==> src/rtl/sbz_pkg.sv <==
package sbz_pkg;

   typedef enum logic [2:0] {
      ST_IDLE,
      ST_W0,
      ST_W1,
      ST_W2,
      ST_W3,
      ST_OPA,
      ST_OPB,
      ST_HALT
   } sbz_state_e;

endpackage

==> src/rtl/sbz_alu.sv <==
module sbz_alu #(
   parameter int DATA_W = 16
) (
   input  logic [DATA_W-1:0] minuend,
   input  logic [DATA_W-1:0] subtrahend,
   output logic [DATA_W-1:0] diff,
   output logic              le_zero
);

   always_comb begin
      diff    = minuend - subtrahend;
      le_zero = diff[DATA_W-1] | (diff == '0);
   end

endmodule

==> src/rtl/sbz_accum.sv <==
module sbz_accum #(
   parameter int DATA_W = 16,
   parameter bit ENABLE = 1'b1
) (
   input  logic              clk,
   input  logic              rst_n,
   input  logic              clr,
   input  logic              load,
   input  logic [DATA_W-1:0] d,
   output logic [DATA_W-1:0] q
);

   generate
      if (ENABLE) begin : g_acc
         logic [DATA_W-1:0] acc_r;

         always_ff @(posedge clk or negedge rst_n) begin
            if (!rst_n)    acc_r <= '0;
            else if (clr)  acc_r <= '0;
            else if (load) acc_r <= d;
         end

         assign q = acc_r;

         // the accumulator moves only on a clear or a write-back load
         assert_acc_hold_R5: assert property (@(posedge clk) disable iff (!rst_n)
            (!clr && !load) |=> $stable(q));
      end else begin : g_no_acc
         logic unused_acc_inputs;
         assign unused_acc_inputs = ^{clk, rst_n, clr, load, d};
         assign q = '0;
      end
   endgenerate

endmodule

==> src/rtl/sbz_ctrl.sv <==
module sbz_ctrl
   import sbz_pkg::*;
#(
   parameter int DATA_W     = 16,
   parameter int ADDR_W     = 8,
   parameter int START_ADDR = 0,
   parameter bit HAS_ACC    = 1'b1
) (
   input  logic              clk,
   input  logic              rst_n,
   input  logic              start,
   input  logic              mode,
   input  logic [DATA_W-1:0] rd_data,
   input  logic [DATA_W-1:0] acc_q,
   input  logic [DATA_W-1:0] diff,
   input  logic              le,
   output logic [ADDR_W-1:0] mem_addr,
   output logic              mem_we,
   output logic [DATA_W-1:0] mem_wdata,
   output logic [DATA_W-1:0] sub_operand,
   output logic              acc_clr,
   output logic              acc_load,
   output logic              busy,
   output logic              halted,
   output logic [ADDR_W-1:0] pc_q
);

   localparam logic [ADDR_W-1:0] HALT_ADDR = '1;
   localparam logic [ADDR_W-1:0] START_PC  = ADDR_W'(START_ADDR);

   sbz_state_e        state;
   logic [ADDR_W-1:0] wa, wb, tgt;
   logic [DATA_W-1:0] opa;
   logic              mode_q;
   logic [ADDR_W-1:0] rd_addr;
   logic [ADDR_W-1:0] step;
   logic [ADDR_W-1:0] dst;
   logic              launch;

   assign rd_addr     = rd_data[ADDR_W-1:0];
   assign step        = mode_q ? ADDR_W'(2) : ADDR_W'(3);
   assign dst         = mode_q ? wa : wb;
   assign busy        = (state != ST_IDLE) && (state != ST_HALT);
   assign halted      = (state == ST_HALT);
   assign launch      = start && !busy;
   assign acc_clr     = launch;
   assign acc_load    = (state == ST_OPB) && mode_q;
   assign sub_operand = mode_q ? acc_q : opa;
   assign mem_wdata   = diff;

   always_comb begin
      mem_addr = pc_q;
      mem_we   = 1'b0;
      case (state)
         ST_W1:   mem_addr = pc_q + ADDR_W'(1);
         ST_W2:   mem_addr = mode_q ? wa : pc_q + ADDR_W'(2);
         ST_W3:   mem_addr = wa;
         ST_OPA:  mem_addr = wb;
         ST_OPB: begin
            mem_addr = dst;
            mem_we   = 1'b1;
         end
         default: mem_addr = pc_q;
      endcase
   end

   always_ff @(posedge clk or negedge rst_n) begin
      if (!rst_n) begin
         state  <= ST_IDLE;
         pc_q   <= START_PC;
         wa     <= '0;
         wb     <= '0;
         tgt    <= '0;
         opa    <= '0;
         mode_q <= 1'b0;
      end else begin
         case (state)
            ST_IDLE, ST_HALT: begin
               if (start) begin
                  state  <= ST_W0;
                  pc_q   <= START_PC;
                  mode_q <= mode & HAS_ACC;
               end
            end
            ST_W0: state <= ST_W1;
            ST_W1: begin
               wa    <= rd_addr;
               state <= ST_W2;
            end
            ST_W2: begin
               if (mode_q) begin
                  tgt   <= rd_addr;
                  state <= ST_OPB;
               end else begin
                  wb    <= rd_addr;
                  state <= ST_W3;
               end
            end
            ST_W3: begin
               tgt   <= rd_addr;
               state <= ST_OPA;
            end
            ST_OPA: begin
               opa   <= rd_data;
               state <= ST_OPB;
            end
            ST_OPB: begin
               if (le && (tgt == HALT_ADDR)) begin
                  state <= ST_HALT;
               end else begin
                  pc_q  <= le ? tgt : pc_q + step;
                  state <= ST_W0;
               end
            end
            default: state <= ST_IDLE;
         endcase
      end
   end

   // a halted core stays halted with a frozen pc until restarted
   assert_halt_sticky_R6: assert property (@(posedge clk) disable iff (!rst_n)
      (halted && !start) |=> (halted && $stable(pc_q)));

   // no memory write outside execution
   assert_no_idle_write_R6: assert property (@(posedge clk) disable iff (!rst_n)
      !busy |-> !mem_we);

   // taken branch to a normal target loads pc with the target
   assert_taken_branch_R4: assert property (@(posedge clk) disable iff (!rst_n)
      (mem_we && le && (tgt != HALT_ADDR)) |=> (pc_q == $past(tgt)));

   // untaken branch advances by the instruction length
   assert_fall_through_R4: assert property (@(posedge clk) disable iff (!rst_n)
      (mem_we && !le) |=> (pc_q == ADDR_W'($past(pc_q) + $past(step))));

   // one write per instruction, never back to back
   assert_single_write_R7: assert property (@(posedge clk) disable iff (!rst_n)
      mem_we |=> !mem_we);

endmodule

==> src/rtl/sbz_core.sv <==
module sbz_core #(
   parameter int DATA_W     = 16,
   parameter int ADDR_W     = 8,
   parameter int START_ADDR = 0,
   parameter bit HAS_ACC    = 1'b1
) (
   input  logic              clk,
   input  logic              rst_n,
   input  logic              start,
   input  logic              mode_acc,
   output logic [ADDR_W-1:0] mem_addr,
   output logic              mem_we,
   output logic [DATA_W-1:0] mem_wdata,
   input  logic [DATA_W-1:0] mem_rdata,
   output logic              busy,
   output logic              halted,
   output logic [ADDR_W-1:0] pc_dbg
);

   generate
      if (ADDR_W < 2 || ADDR_W > DATA_W) begin : g_bad_addr_w
         $error("sbz_core: ADDR_W must lie between 2 and DATA_W");
      end
      if (START_ADDR < 0 || START_ADDR >= (1 << ADDR_W) - 1) begin : g_bad_start
         $error("sbz_core: START_ADDR must be below the halt address");
      end
   endgenerate

   logic [DATA_W-1:0] diff;
   logic              le;
   logic [DATA_W-1:0] sub_operand;
   logic [DATA_W-1:0] acc_q;
   logic              acc_clr;
   logic              acc_load;

   sbz_alu #(.DATA_W(DATA_W)) u_alu (
      .minuend    (mem_rdata),
      .subtrahend (sub_operand),
      .diff       (diff),
      .le_zero    (le)
   );

   sbz_accum #(.DATA_W(DATA_W), .ENABLE(HAS_ACC)) u_acc (
      .clk   (clk),
      .rst_n (rst_n),
      .clr   (acc_clr),
      .load  (acc_load),
      .d     (diff),
      .q     (acc_q)
   );

   sbz_ctrl #(
      .DATA_W     (DATA_W),
      .ADDR_W     (ADDR_W),
      .START_ADDR (START_ADDR),
      .HAS_ACC    (HAS_ACC)
   ) u_ctrl (
      .clk         (clk),
      .rst_n       (rst_n),
      .start       (start),
      .mode        (mode_acc),
      .rd_data     (mem_rdata),
      .acc_q       (acc_q),
      .diff        (diff),
      .le          (le),
      .mem_addr    (mem_addr),
      .mem_we      (mem_we),
      .mem_wdata   (mem_wdata),
      .sub_operand (sub_operand),
      .acc_clr     (acc_clr),
      .acc_load    (acc_load),
      .busy        (busy),
      .halted      (halted),
      .pc_q        (pc_dbg)
   );

endmodule

==> config.mk <==
export PLATFORM = sky130hd
export DESIGN_NAME = sbz_core
export DESIGN_NICKNAME = d
export VERILOG_FILES = /design/src/rtl/sbz_pkg.sv /design/src/rtl/sbz_alu.sv /design/src/rtl/sbz_accum.sv /design/src/rtl/sbz_ctrl.sv /design/src/rtl/sbz_core.sv
export SDC_FILE = /design/constraint.sdc
export NUM_CORES = 1
export LEC_CHECK = 0
export ABC_AREA = 1
export BUFFER_PORTS_ARGS = -buffer_cell sky130_fd_sc_hd__buf_2
export CAP_MARGIN = 20
export CORE_UTILIZATION = 64
export CTS_CLUSTER_DIAMETER = 120
export CTS_CLUSTER_SIZE = 16
export DETAILED_ROUTE_END_ITERATION = 10
export GPL_TIMING_DRIVEN = 0
export PLACE_DENSITY = 0.86
export SYNTH_ARGS = -nofsm -noshare
export SYNTH_HDL_FRONTEND = slang
export SYNTH_SLANG_ARGS = --single-unit
==> constraint.sdc <==
create_clock -name clk -period 5.39 [get_ports clk]
set_input_delay 0.8085 -clock clk [delete_from_list [all_inputs] [get_ports clk]]
set_output_delay 0.8085 -clock clk [all_outputs]
set_load 0.01 [all_outputs]
## Yosys cells after proc, flatten, opt, wreduce, memory -nomap -nowiden

Index checks and enable logic that the tools add are counted.

| word-level totals | value |
|---|---|
| flip-flop bits (word level) | 68 |

| operators by class | value |
|---|---|
| multiplexer cells | 18 |
| add/subtract/negate cells | 4 |
| equality and inequality tests | 12 |
| reduce and logical (&&, ||, !) cells | 16 |
| bitwise logic cells | 2 |

Operators with widths:

| operator | count |
|---|---|
| $mux W16 | 3 |
| $mux W8 | 6 |
| $pmux W8 S5 | 1 |
| $pmux W8 S2 | 2 |
| $pmux W3 S7 | 1 |
| $logic_not A16 Y1 | 1 |
| $sub A16 B16 Y16 | 1 |
| $eq A3 B3 Y1 const B | 4 |
| $add A8 B1 Y8 const B | 1 |
| $add A8 B2 Y8 const B | 1 |
| $add A8 B8 Y8 | 1 |
| $eq A8 B8 Y1 const B | 1 |
| $eq A3 B2 Y1 const B | 2 |
| $mux W3 | 2 |
| $reduce_and A2 Y1 | 3 |
| $reduce_bool A2 Y1 | 3 |
| $logic_and A1 B1 Y1 | 4 |
| $ne A2 B2 Y1 const B | 2 |
| $eq A3 B1 Y1 const B | 1 |
| $logic_not A3 Y1 | 1 |
| $ne A3 B3 Y1 const B | 1 |
| $reduce_and A3 Y1 | 1 |
| $reduce_bool A3 Y1 | 1 |
| $mux W1 | 2 |
| 6 further kinds | 6 |

## Longest topological paths before layout

| depth | value |
|---|---|
| word-level depth | 7 |
| depth in mapped cells | 22 |

## By module

From an unflattened synthesis, not the netlist that was laid out.

| second synthesis, totals | value |
|---|---|
| cells, all modules | 759 |
| area, all modules | 5,001.0 sq um |

Modules (own cells, without submodules):

| module | cells each | area an instance (sq um) | times used | sequential area each (sq um) |
|---|---|---|---|---|
| sbz_ctrl | 477 | 3,221.8 | 1 | 1,301.2 |
| sbz_alu | 212 | 1,131.1 | 1 | 0.0 |
| sbz_accum | 70 | 648.1 | 1 | 400.4 |

## Worst setup path before layout

Ideal clock, no wire load.

| timing | value |
|---|---|
| kind | flip-flop to output port |
| start point | register u_ctrl.mode_q |
| end point | output port mem_wdata[15] |
| data arrival time | 2.421 ns |
| path slack | 2.160 ns |
| cell stages (with the launch flop) | 16 |
| buffers on the path | 3 |
| cells stage by stage | dfrtp_1 -> clkbuf_1 -> clkbuf_1 -> nand2_1 -> o21ai_0 -> ha_1 -> nand2_1 -> inv_2 -> nand2_1 -> nand2_1 -> nand2_1 -> nand3_2 -> a21oi_4 -> xor2_4 -> buf_4 -> inv_1 |

| on the way | value |
|---|---|
| cells in the longest elaborated chain, start to end | 2 |

Ends and longest elaborated chain:

| what | line | RTL |
|---|---|---|
| start: declaration | sbz_ctrl.sv:34 | `logic mode_q;` |
| start signal: assignment | sbz_ctrl.sv:82 | `mode_q <= mode & HAS_ACC;` |
| $mux W16 | sbz_ctrl.sv:48 | `assign sub_operand = mode_q ? acc_q : opa;` |
| $sub A16 B16 Y16 | sbz_alu.sv:11 | `diff = minuend - subtrahend;` |
| end: declaration | sbz_core.sv:13 | `output logic [DATA_W-1:0] mem_wdata,` |

No other way between the ends.

## Worst setup path after layout

Same ends and word-level chain as after synthesis.

==> metrics.txt <==
Clock Latency Late Sink about 0.35 ns; dominant cells by area after synthesis dfrtp_1, nand2_1, inv_1, o21ai_0, ha_1; Fin. Hold Viols 0; post-synthesis sequential area ratio between 30 and 40%; Post-CTS Setup Repair Bufs 0; Hold Path Stages 2; TritonCTS clock tree yes; area of the multi-input gates about 0.0025 sq mm; IO Pins 55; Avg Cell Area, Syn approximately 7.2 sq um; Layout area overhead 12.46%; worst hold path type register to register; Tmin final 4.482 ns; Max Clock Freq between 200 and 250 MHz; clock buffer count from CTS 9; Tcrit/Tclk final between 80% and 90%; Setup crit end kind output pin; Setup crit start u_ctrl.mode_q; Reg2Reg Depth 18; Least-Margin Pin Slew about 0.86 ns; Pwr per Cell Area 705.2 mW/mm^2; WL final 12,540 um; total core area approximately 0.0069 sq mm; clk slew on worst S/H paths about 0.07 ns; number of fill cells in the layout 598; critical path class register to output pin; crit path DAT ~3.7 ns; Die Span X 87.06 um; IO buf count 54; # clock sinks 68; slowest CP cell clkbuf_1; vias in the first global route 4,246; most common cell in the synthesized netlist nand2_1; vias ~4.5k; fin cells 813; slowest stage delay, CP around 0.52 ns; Top FF cell, synth dfrtp_1; # DRC 0; most instantiated cells after synthesis nand2_1, inv_1, dfrtp_1; startpoint types register; DR WL/cell about 15 um; Worst Path Buf+Inv 6; Inserted Diodes 0; slew margin rel. ~43%; Critical Path Stages 14; worst clock skew 0.007803 ns; crit-path max FO 10; final net count 753; ANT nets after route 0; Cell Chain, Critical Path clkbuf_1, clkbuf_1, nand2_1, o21ai_0, ha_1, nand2_1, inv_1, a21oi_2, nand3_2, a21oi_4, xor2_4, buf_4, inv_1, buf_2; R2R Setup Slk 1.80 ns; setup_tns 0 ns; Peak VDD IR 0.3826 mV; syn nets roughly 690; Synth Warn # 0; max cap viols 0; top cell type by total area after synthesis dfrtp_1; Crit Reg-Reg Endpoint u_ctrl.pc_q[0]; First-pass DRT Iterations 5; placer congestion estimate 0.9872; Syn Std Cell Area ~0.0046 sq mm; Distinct cells, synth 43; Die H 87.06 um; Initial Util 67.05%; status completed; vias per cell 5.595; clock buffer depth 2; global-route wire length before repair between 20,000 and 25,000 um; total global-route track usage between 30% and 40%; Yosys reg bits slightly below 70; Std-Cell Rows 30; Synth top area share about 37%; Remaining Overflow, GRT 0; worst path required time ~4.6 ns; clock root cell clkbuf_8; RSZ-0062 raised after global routing false; Max Slew Vio Count 0; Pleak around 2.8 nW; Iter 0 DRT Violations about 340; antenna violations before repair 0; Top delay family on crit path buffers and inverters; DIE AREA ~0.0076 sq mm; Critical Path End mem_wdata[15]; # setup viols final 0; hold_buf cts 0; worst r2r src u_ctrl.mode_q; FF+latch area 0.001702 sq mm; CTS resizes 0; ys async rst share between 90% and 100%; Post-synth EDFFs 0; Cells after DPL roughly 800; largest net degree at the start of global routing a little under 70; cells after synthesis between 600 and 700; layout cells sized above 1 between 10% and 20%; htree depth 3; hpwl dp 9469 um
-- per-stage QoR --
step | utilization, % | hold slack [ns] | area [sq um] | setup slack, ns | total power, mW
5_1_grt | 75.40 | 0.5102 | 5207 | 0.8079 | 3.973
2_1_floorplan | - | 0.4478 | 4631 | 2.160 | 2.542
4_1_cts | 75.40 | 0.4926 | 5207 | 0.9683 | 3.629
6_report | 75.40 | 0.5017 | 5207 | 0.9079 | 3.672
3_5_place_dp | 72.74 | 0.4746 | 5024 | 1.401 | 3.205
3_3_place_gp | 72.70 | 0.4698 | 5021 | 1.433 | 3.126
-- where the power goes --
part           switching, mW  internal, mW  leakage, nW  total (mW)
combinational           1.56         0.832         1.87        2.39
clock                  0.198         0.212       0.0931       0.410
sequential             0.145         0.726        0.854       0.871
-- per-layer routing --
metal / wire length (um) / track usage [%] / up-vias
met2: 6225 / 61.35 / 185
li1: - / - / 2189
met5: 0 / 0 / -
met1: 5212 / 43.41 / 2133
met3: 631 / 4.171 / 42
met4: 474 / 18.94 / 0
-- sequential cells by signal, summed over array words and instances (netlist names) --
name / cells
u_ctrl.tgt: 8
u_ctrl.opa: 16
u_ctrl.wa: 8
u_ctrl.pc_q: 8
u_acc.q: 16
u_ctrl.wb: 8
u_ctrl.mode_q: 1
u_ctrl.state: 3
-- placed cells by master, fill, tap and decap left out, drive strengths merged, types with 2 or more instances in the layout --
| master | instances |
|---|---|
| nand3b | 3 |
| nand2 | 216 |
| a21oi | 24 |
| nor3 | 3 |
| ha | 20 |
| dfrtp | 68 |
| xor2 | 7 |
| mux2 | 7 |
| clkbuf | 20 |
| and2 | 2 |
| o22ai | 13 |
| inv | 106 |
| or2 | 2 |
| nand4 | 7 |
| clkinv | 4 |
| nor2 | 42 |
| xnor2 | 3 |
| buf | 59 |
| nand3 | 34 |
| o21ai | 66 |
-- worst register-to-register path, delay by kind of cell, from the launching register on --
kind | cells | cell delay, ns
buffers and inverters | 3 | 1.02
AO/OA/AOI/OAI | 1 | 0.17
flip-flops | 1 | 0.44
adder cells (fa/ha/maj) | 1 | 0.49
AND/OR/NAND/NOR | 13 | 1.42
-- cell families after synthesis --
logic type / after synthesis / synth area share (%)
and+or+nand+nor: 310 / 29.53
buffers and inverters: 121 / 9.997
AOI/OAI and AO/OA: 110 / 13.48
DFF: 68 / 36.75
adders and majority gates: 21 / 5.836
xor gates and xnor gates: 10 / 2.702
muxes: 7 / 1.702
-- worst min-delay path by stage --
stage | from | end | slack, ns
floorplan | u_ctrl.opa[1] | u_ctrl.opa[1] | 0.45
global route | u_ctrl.opa[11] | u_ctrl.opa[11] | 0.51
finish | u_ctrl.wa[0] | u_ctrl.wa[0] | 0.50
detailed placement | u_ctrl.opa[2] | u_ctrl.opa[2] | 0.47
CTS | u_ctrl.opa[6] | u_ctrl.opa[6] | 0.49
global placement | u_ctrl.opa[15] | u_ctrl.opa[15] | 0.47
-- layout make-up --
cell class	count	share of cell area, %
Sequential cell	68	32.68
Buffer	14	1.177
Clock buffer	11	2.523
Clock inverter	5	1.009
Inverter	107	7.713
Tap cell	96	2.307
Multi-Input combinational cell	458	47.36
Timing Repair Buffer	54	5.238
(Power assumes the default switching activity.)
